**src/rtl/tm_pkg.sv**
```systemverilog
package tm_pkg;
    localparam int MODE_W = 4;
    localparam logic [MODE_W-1:0] M_OPT       = 4'd0;
    localparam logic [MODE_W-1:0] M_LIM_FIRST = 4'd1;
    localparam logic [MODE_W-1:0] M_COMMIT    = 4'd5;
    localparam logic [MODE_W-1:0] M_SERIAL    = 4'd6;
    localparam logic [MODE_W-1:0] M_CMP_FIRST = 4'd7;
    localparam logic [MODE_W-1:0] M_CMP_LAST  = 4'd10;
    localparam int                LAST_MODE   = 11;
    // bit order of the edge-detector vector
    localparam int EV_STEP  = 4;
    localparam int EV_SCLK  = 3;
    localparam int EV_LATCH = 2;
    localparam int EV_PE    = 1;
    localparam int EV_MEAS  = 0;
    localparam int EV_N     = 5;
endpackage

```
**src/rtl/tm_edges.sv**
```systemverilog
module tm_edges #(
    parameter int N = 5
) (
    input  logic         clk,
    input  logic         rst_n,
    input  logic [N-1:0] in_i,
    output logic [N-1:0] rise_o
);
    typedef struct packed {
        logic [N-1:0] prev;
    } st_t;
    st_t d, q;

    always_comb begin
        d      = q;
        d.prev = in_i;
    end

    always_ff @(posedge clk or negedge rst_n) begin
        if (!rst_n) q <= '0;
        else        q <= d;
    end

    generate
        for (genvar g = 0; g < N; g++) begin : g_rise
            assign rise_o[g] = in_i[g] & ~q.prev[g];
        end
    endgenerate


    rise_single_chk: assert property (@(posedge clk) disable iff (!rst_n)
        (|rise_o) |=> ((rise_o & $past(rise_o)) == '0));
endmodule

```
**src/rtl/tm_mode_ctr.sv**
```systemverilog
module tm_mode_ctr
    import tm_pkg::*;
#(
    parameter int LAST = LAST_MODE
) (
    input  logic              clk,
    input  logic              rst_n,
    input  logic              en_i,
    input  logic              step_i,
    output logic [MODE_W-1:0] mode_o,
    output logic              chg_o
);
    localparam logic [MODE_W-1:0] LAST_M = MODE_W'(LAST);

    typedef struct packed {
        logic [MODE_W-1:0] mode;
    } st_t;
    st_t d, q;

    always_comb begin
        d = q;
        if (!en_i) begin
            d.mode = '0;
        end else if (step_i && (q.mode < LAST_M)) begin
            d.mode = q.mode + 1'b1;
        end
    end

    always_ff @(posedge clk or negedge rst_n) begin
        if (!rst_n) q <= '0;
        else        q <= d;
    end

    assign mode_o = q.mode;
    assign chg_o  = ~en_i | step_i;


    mode_max_chk: assert property (@(posedge clk) disable iff (!rst_n)
        q.mode <= LAST_M);

    step_adv_chk: assert property (@(posedge clk) disable iff (!rst_n)
        (en_i && step_i && q.mode < LAST_M) |=> (q.mode == $past(q.mode) + 1'b1));

    exit_zero_chk: assert property (@(posedge clk) disable iff (!rst_n)
        !en_i |=> (q.mode == '0));
endmodule

```
**src/rtl/tm_trim_regs.sv**
```systemverilog
module tm_trim_regs
    import tm_pkg::*;
#(
    parameter int OPT_W   = 14,
    parameter int LIM_W   = 5,
    parameter int NUM_LIM = 4
) (
    input  logic                             clk,
    input  logic                             rst_n,
    input  logic                             en_i,
    input  logic [MODE_W-1:0]                mode_i,
    input  logic                             step_r_i,
    input  logic                             sclk_r_i,
    input  logic                             latch_r_i,
    input  logic                             pe_r_i,
    input  logic                             pe_i,
    input  logic                             sdata_i,
    input  logic [LIM_W-1:0]                 level_i,
    output logic [OPT_W-1:0]                 opt_o,
    output logic [NUM_LIM*LIM_W+LIM_W-1:0]   store_o,
    output logic                             sout_o
);
    localparam int LAT_W   = NUM_LIM * LIM_W;
    localparam int STORE_W = LAT_W + LIM_W;
    localparam int CHAIN_W = STORE_W + OPT_W;

    typedef struct packed {
        logic [OPT_W-1:0]   opt;
        logic [LAT_W-1:0]   lat;
        logic [STORE_W-1:0] store;
    } st_t;
    st_t d, q;

    logic [CHAIN_W-1:0] chain_cur;
    logic [CHAIN_W-1:0] chain_nxt;
    logic               act;

    always_comb begin
        d         = q;
        chain_cur = {q.store, q.opt};
        chain_nxt = {sdata_i, chain_cur[CHAIN_W-1:1]};
        act       = en_i & ~step_r_i;
        if (!en_i) begin
            d.lat = '0;
        end else if (act) begin
            if (mode_i == M_OPT && sclk_r_i && pe_i) begin
                d.opt = {sdata_i, q.opt[OPT_W-1:1]};
            end
            for (int i = 0; i < NUM_LIM; i++) begin
                if (int'(mode_i) == int'(M_LIM_FIRST) + i && latch_r_i) begin
                    d.lat[i*LIM_W +: LIM_W] = level_i;
                end
            end
            if (mode_i == M_COMMIT && pe_r_i) begin
                d.store = {level_i, q.lat};
            end
            if (mode_i == M_SERIAL && sclk_r_i && pe_i) begin
                d.opt   = chain_nxt[OPT_W-1:0];
                d.store = chain_nxt[CHAIN_W-1:OPT_W];
            end
        end
    end

    always_ff @(posedge clk or negedge rst_n) begin
        if (!rst_n) q <= '0;
        else        q <= d;
    end

    assign opt_o   = q.opt;
    assign store_o = q.store;
    assign sout_o  = (mode_i == M_SERIAL) ? q.opt[0] : 1'b0;


    no_pe_hold_chk: assert property (@(posedge clk) disable iff (!rst_n)
        !pe_i |=> ($stable(q.opt) && $stable(q.store)));

    discard_chk: assert property (@(posedge clk) disable iff (!rst_n)
        !en_i |=> (q.lat == '0));

    store_guard_chk: assert property (@(posedge clk) disable iff (!rst_n)
        (mode_i != M_COMMIT && mode_i != M_SERIAL) |=> $stable(q.store));

    step_first_chk: assert property (@(posedge clk) disable iff (!rst_n)
        (en_i && step_r_i) |=> ($stable(q.opt) && $stable(q.store) && $stable(q.lat)));
endmodule

```
**src/rtl/tm_compare.sv**
```systemverilog
module tm_compare
    import tm_pkg::*;
#(
    parameter int LIM_W   = 5,
    parameter int NUM_LIM = 4
) (
    input  logic                     clk,
    input  logic                     rst_n,
    input  logic                     chg_i,
    input  logic [MODE_W-1:0]        mode_i,
    input  logic                     meas_r_i,
    input  logic [LIM_W-1:0]         level_i,
    input  logic [NUM_LIM*LIM_W-1:0] lims_i,
    output logic                     cmp_o
);
    typedef struct packed {
        logic valid;
        logic res;
    } st_t;
    st_t d, q;

    logic [LIM_W-1:0] lim_sel;
    logic             in_cmp;

    always_comb begin
        d       = q;
        lim_sel = '0;
        in_cmp  = (mode_i >= M_CMP_FIRST) && (mode_i <= M_CMP_LAST);
        for (int i = 0; i < NUM_LIM; i++) begin
            if (int'(mode_i) == int'(M_CMP_FIRST) + i) begin
                lim_sel = lims_i[i*LIM_W +: LIM_W];
            end
        end
        if (chg_i) begin
            d.valid = 1'b0;
            d.res   = 1'b0;
        end else if (in_cmp && meas_r_i) begin
            d.valid = 1'b1;
            d.res   = (level_i > lim_sel);
        end
    end

    always_ff @(posedge clk or negedge rst_n) begin
        if (!rst_n) q <= '0;
        else        q <= d;
    end

    assign cmp_o = q.valid & q.res;


    cmp_mode_chk: assert property (@(posedge clk) disable iff (!rst_n)
        cmp_o |-> ((mode_i >= M_CMP_FIRST) && (mode_i <= M_CMP_LAST)));

    cmp_clear_chk: assert property (@(posedge clk) disable iff (!rst_n)
        chg_i |=> !cmp_o);
endmodule

```
**src/rtl/tm_stepper_top.sv**
```systemverilog
module tm_stepper_top
    import tm_pkg::*;
#(
    parameter int OPT_W   = 14,
    parameter int LIM_W   = 5,
    parameter int NUM_LIM = 4
) (
    input  logic                           clk,
    input  logic                           rst_n,
    input  logic                           test_en_i,
    input  logic                           step_clk_i,
    input  logic                           prog_clk_i,
    input  logic                           prog_en_i,
    input  logic                           prog_data_i,
    input  logic                           latch_i,
    input  logic                           meas_en_i,
    input  logic [LIM_W-1:0]               level_i,
    output logic [MODE_W-1:0]              mode_o,
    output logic [OPT_W-1:0]               option_o,
    output logic [NUM_LIM*LIM_W+LIM_W-1:0] store_o,
    output logic                           serial_o,
    output logic                           cmp_o
);
    localparam int LAT_W = NUM_LIM * LIM_W;

    logic [EV_N-1:0]   ev_in;
    logic [EV_N-1:0]   ev_rise;
    logic              mode_chg;
    logic [MODE_W-1:0] mode;

    always_comb begin
        ev_in           = '0;
        ev_in[EV_STEP]  = step_clk_i;
        ev_in[EV_SCLK]  = prog_clk_i;
        ev_in[EV_LATCH] = latch_i;
        ev_in[EV_PE]    = prog_en_i;
        ev_in[EV_MEAS]  = meas_en_i;
    end

    tm_edges #(.N(EV_N)) u_edges (
        .clk    (clk),
        .rst_n  (rst_n),
        .in_i   (ev_in),
        .rise_o (ev_rise)
    );

    tm_mode_ctr #(.LAST(LAST_MODE)) u_mode (
        .clk    (clk),
        .rst_n  (rst_n),
        .en_i   (test_en_i),
        .step_i (ev_rise[EV_STEP]),
        .mode_o (mode),
        .chg_o  (mode_chg)
    );

    tm_trim_regs #(.OPT_W(OPT_W), .LIM_W(LIM_W), .NUM_LIM(NUM_LIM)) u_trim (
        .clk       (clk),
        .rst_n     (rst_n),
        .en_i      (test_en_i),
        .mode_i    (mode),
        .step_r_i  (ev_rise[EV_STEP]),
        .sclk_r_i  (ev_rise[EV_SCLK]),
        .latch_r_i (ev_rise[EV_LATCH]),
        .pe_r_i    (ev_rise[EV_PE]),
        .pe_i      (prog_en_i),
        .sdata_i   (prog_data_i),
        .level_i   (level_i),
        .opt_o     (option_o),
        .store_o   (store_o),
        .sout_o    (serial_o)
    );

    tm_compare #(.LIM_W(LIM_W), .NUM_LIM(NUM_LIM)) u_cmp (
        .clk      (clk),
        .rst_n    (rst_n),
        .chg_i    (mode_chg),
        .mode_i   (mode),
        .meas_r_i (ev_rise[EV_MEAS]),
        .level_i  (level_i),
        .lims_i   (store_o[LAT_W-1:0]),
        .cmp_o    (cmp_o)
    );

    assign mode_o = mode;


    reset_state_chk: assert property (@(posedge clk)
        !rst_n |=> (mode_o == '0 || test_en_i));
endmodule

```
**config.mk**
```make
export PLATFORM = sky130hd
export DESIGN_NAME = tm_stepper_top
export DESIGN_NICKNAME = d
export VERILOG_FILES = /design/src/rtl/tm_pkg.sv /design/src/rtl/tm_edges.sv /design/src/rtl/tm_mode_ctr.sv /design/src/rtl/tm_trim_regs.sv /design/src/rtl/tm_compare.sv /design/src/rtl/tm_stepper_top.sv
export SDC_FILE = /design/constraint.sdc
export NUM_CORES = 1
export LEC_CHECK = 0
export CORE_UTILIZATION = 45
export CTS_CLUSTER_SIZE = 30
export DETAILED_ROUTE_END_ITERATION = 8
export HOLD_SLACK_MARGIN = 0.06
export PLACE_DENSITY = 0.8
export SLEW_MARGIN = 0
export SYNTH_ARGS = -nofsm -noshare
export SYNTH_HDL_FRONTEND = slang
export SYNTH_SLANG_ARGS = --single-unit
```
**constraint.sdc**
```tcl
create_clock -name clk -period 3.35 [get_ports clk]
set_clock_uncertainty 0.15 [all_clocks]
set_input_delay 0.67 -clock clk [delete_from_list [all_inputs] [get_ports clk]]
set_output_delay 0.67 -clock clk [all_outputs]
set_load 0.05 [all_outputs]
```
==> results.toml <==
[yosys]
synthFlopType = "dfrtp_1"
yosysWarnings = 0
netlist_area_um2 = 3820
synth_edf_count = 0
avgSynthCellArea_um2 = 12.0
synthArstFlopShare_pct = 100
synth_nets = 341
netlist_instances = 318
synth_cell_types = 38
ys_ff_latch = 70
ys_seq_area_share_pct = 45.9

[placed_design]
placed_cell_area_um2 = 4190
portBuffers = 58
place_ws_ps = 515
place.gp.congestion = 0.860
place_inst = 431
dp_hpwl_um = 5460

[final_layout]
drive_above_1_share_pct = 19.4
area_growth_syn_to_layout_pct = 14.7
final_common_cell = "dfrtp_1"
fillers = 694
antenna_cells = 0
final_area_um2 = 4380
nNetsFinal = 360
utilization_pct = 53.3
layout_common_cells = "dfrtp_1, clkdlybuf4s50_1, mux2_2, nor2b_1, mux2i_1"
final_cell_count_no_fill = 446

[drt]
drc = 0
drt_iter0_drc = 113
wire_per_inst_um = 17.2
antenna_left = 0
wl_um = 7690
dr.pass1.iters = 4
via_count = 2374
viasPerCell = 5.32

[cts]
postCtsSetupBuffers = 0
numCtsBuffers = 9
htreeDepth = 3
clock_sinks = 70
holdBufCountCts = 0
cts-root-buf = "clkbuf_8"
insertion_delay_ps = 340
clockBufferDepth = 2
postCtsResizedCells = 0
clkTransAtPathRegs_ps = 70
cts_tree = "built"

[worst_setup_path]
start_kind = "register"
crit_start = "u_mode.mode_o[2]"
reg2reg_to = "u_cmp.q[0]"
critPathArrivalTime_ps = 2200
crit_path_max_incr_delay_ps = 810
crit_slowest_cell = "clkdlybuf4s50_1"
r2r_setup_slack_ps = 580
crit_type = "reg2out"
crit_end = "serial_o"
critPathMaxFanout = 12
r2r_cells = 11
crit_path_end_kind = "primary output"
rr_startpoint = "u_mode.mode_o[1]"
cp_cell_sequence = "nor2b_1 -> and3_1 -> clkdlybuf4s50_1"
required_ps = 2530

[floorplan]
die_height_um = 94.1
die_area_um2 = 8860
pin_count = 59
rows = 33
start_util_pct = 46.5
core_area_um2 = 8220
fp.dieW_um = 94.1

[sta]
fmax_mhz = 331
maxSlewViolCount = 0
fin_crit_ps = 3020
whs_ps = 185
slew_headroom_pct = 57.9
setup_viol = 0
fin_crit_sh_pct = 90.1
worst_pin_slew_ps = 632
tns_ps = 0
rsz0062_at_grt = "false"
finalHoldViolCount = 0
worst_slack_ps = 332

[global_routing]
grt_max_degree = 29
antenna_found_initial = 0
grt_pass1_wl_um = 12900
grt_pass1_vias = 2535
grt_overflow_total = 0
grt_use_total_pct = 19.3

[power]
p_leak_nw = 2.10
fin_total_pwr_mw = 1.72
peakVddDrop_uv = 258
p_per_area_nw_per_um2 = 392

[status]
status = "complete, no violations"

[job]
maxCapViolations = 0

[min_path]
hold_class = "in2async"
-- synth_stat cells (2+ instances only) --
cell type  count  area (um^2)
mux2_1        20          225
mux2_2        43          484
buf_2          4         20.0
nand3_1        4         20.0
buf_4         41          308
a21oi_1        6         30.0
ha_1           9          113
clkbuf_1       8         30.0
nand4_1        3         18.8
inv_1          3         11.3
nor2_1         8         30.0
nor2b_1       26          163
a22oi_1        5         37.5
nand2_1        2         7.51
o211a_1        2         20.0
nand2b_1       4         25.0
and2_1        11         68.8
and3b_1        2         17.5
dfrtp_1       70         1750
buf_6          3         33.8
a211oi_1       5         37.5
o21ai_0        2         10.0
mux2i_1       22          220
-- final cells by class --
type | instances | area [um^2] | area share [%]
flip-flops and latches | 70 | 1750 | 40.0
clock buffers | 9 | 124 | 2.83
well taps | 105 | 131 | 3.00
clock inverters | 6 | 63.8 | 1.46
inverters | 3 | 11.3 | 0.257
multi-input cells | 189 | 1670 | 38.0
repair buffers | 64 | 633 | 14.5
-- routing by layer --
metal | GRT usage (%) | wire, um | vias up
met5 | 0 | 0 | -
li1 | - | - | 1112
met4 | 7.95 | 184 | 0
met3 | 6.47 | 404 | 18
met1 | 24.3 | 3520 | 1180
met2 | 30.2 | 3580 | 64
-- critical path, delay by kind of cell (launching register included) --
| family | cells | cell delay (ps) |
|---|---|---|
| buffers and inverters | 1 | 810 |
| DFF | 1 | 560 |
| and+or+nand+nor | 2 | 480 |
-- power by group --
part           total, mW  internal, mW  switching, mW
Clock              0.652         0.338          0.315
Combinational      0.188        0.0719          0.116
Sequential         0.878         0.863         0.0150
Total               1.72          1.27          0.446
-- cells by family after synthesis --
| family | share of synthesized area [%] |
|---|---|
| XOR/XNOR | 0.459 |
| multiplexers | 24.3 |
| AND/OR/NAND/NOR | 10.9 |
| adder cells (fa/ha/maj) | 2.95 |
| AO/OA/AOI/OAI | 4.98 |
| buffers and inverters | 10.5 |
| flip-flops | 45.9 |
-- flip-flops by register name, indices dropped and copies added (netlist names) --
signal	flops
u_cmp.q	2
u_mode.mode_o	4
u_trim.opt_o	14
u_trim.store_o	25
u_trim.q	20
u_edges.q	5
-- worst min path at each step --
stage,to,depth (start not counted)
global route,u_trim.opt_o[5],1
detailed placement,u_trim.opt_o[4],1
finish,u_trim.opt_o[4],1
global placement,u_trim.opt_o[13],2
floorplan,u_cmp.q[0],0
CTS,u_trim.opt_o[4],1
Note: power is estimated with default switching activity, not from simulation.
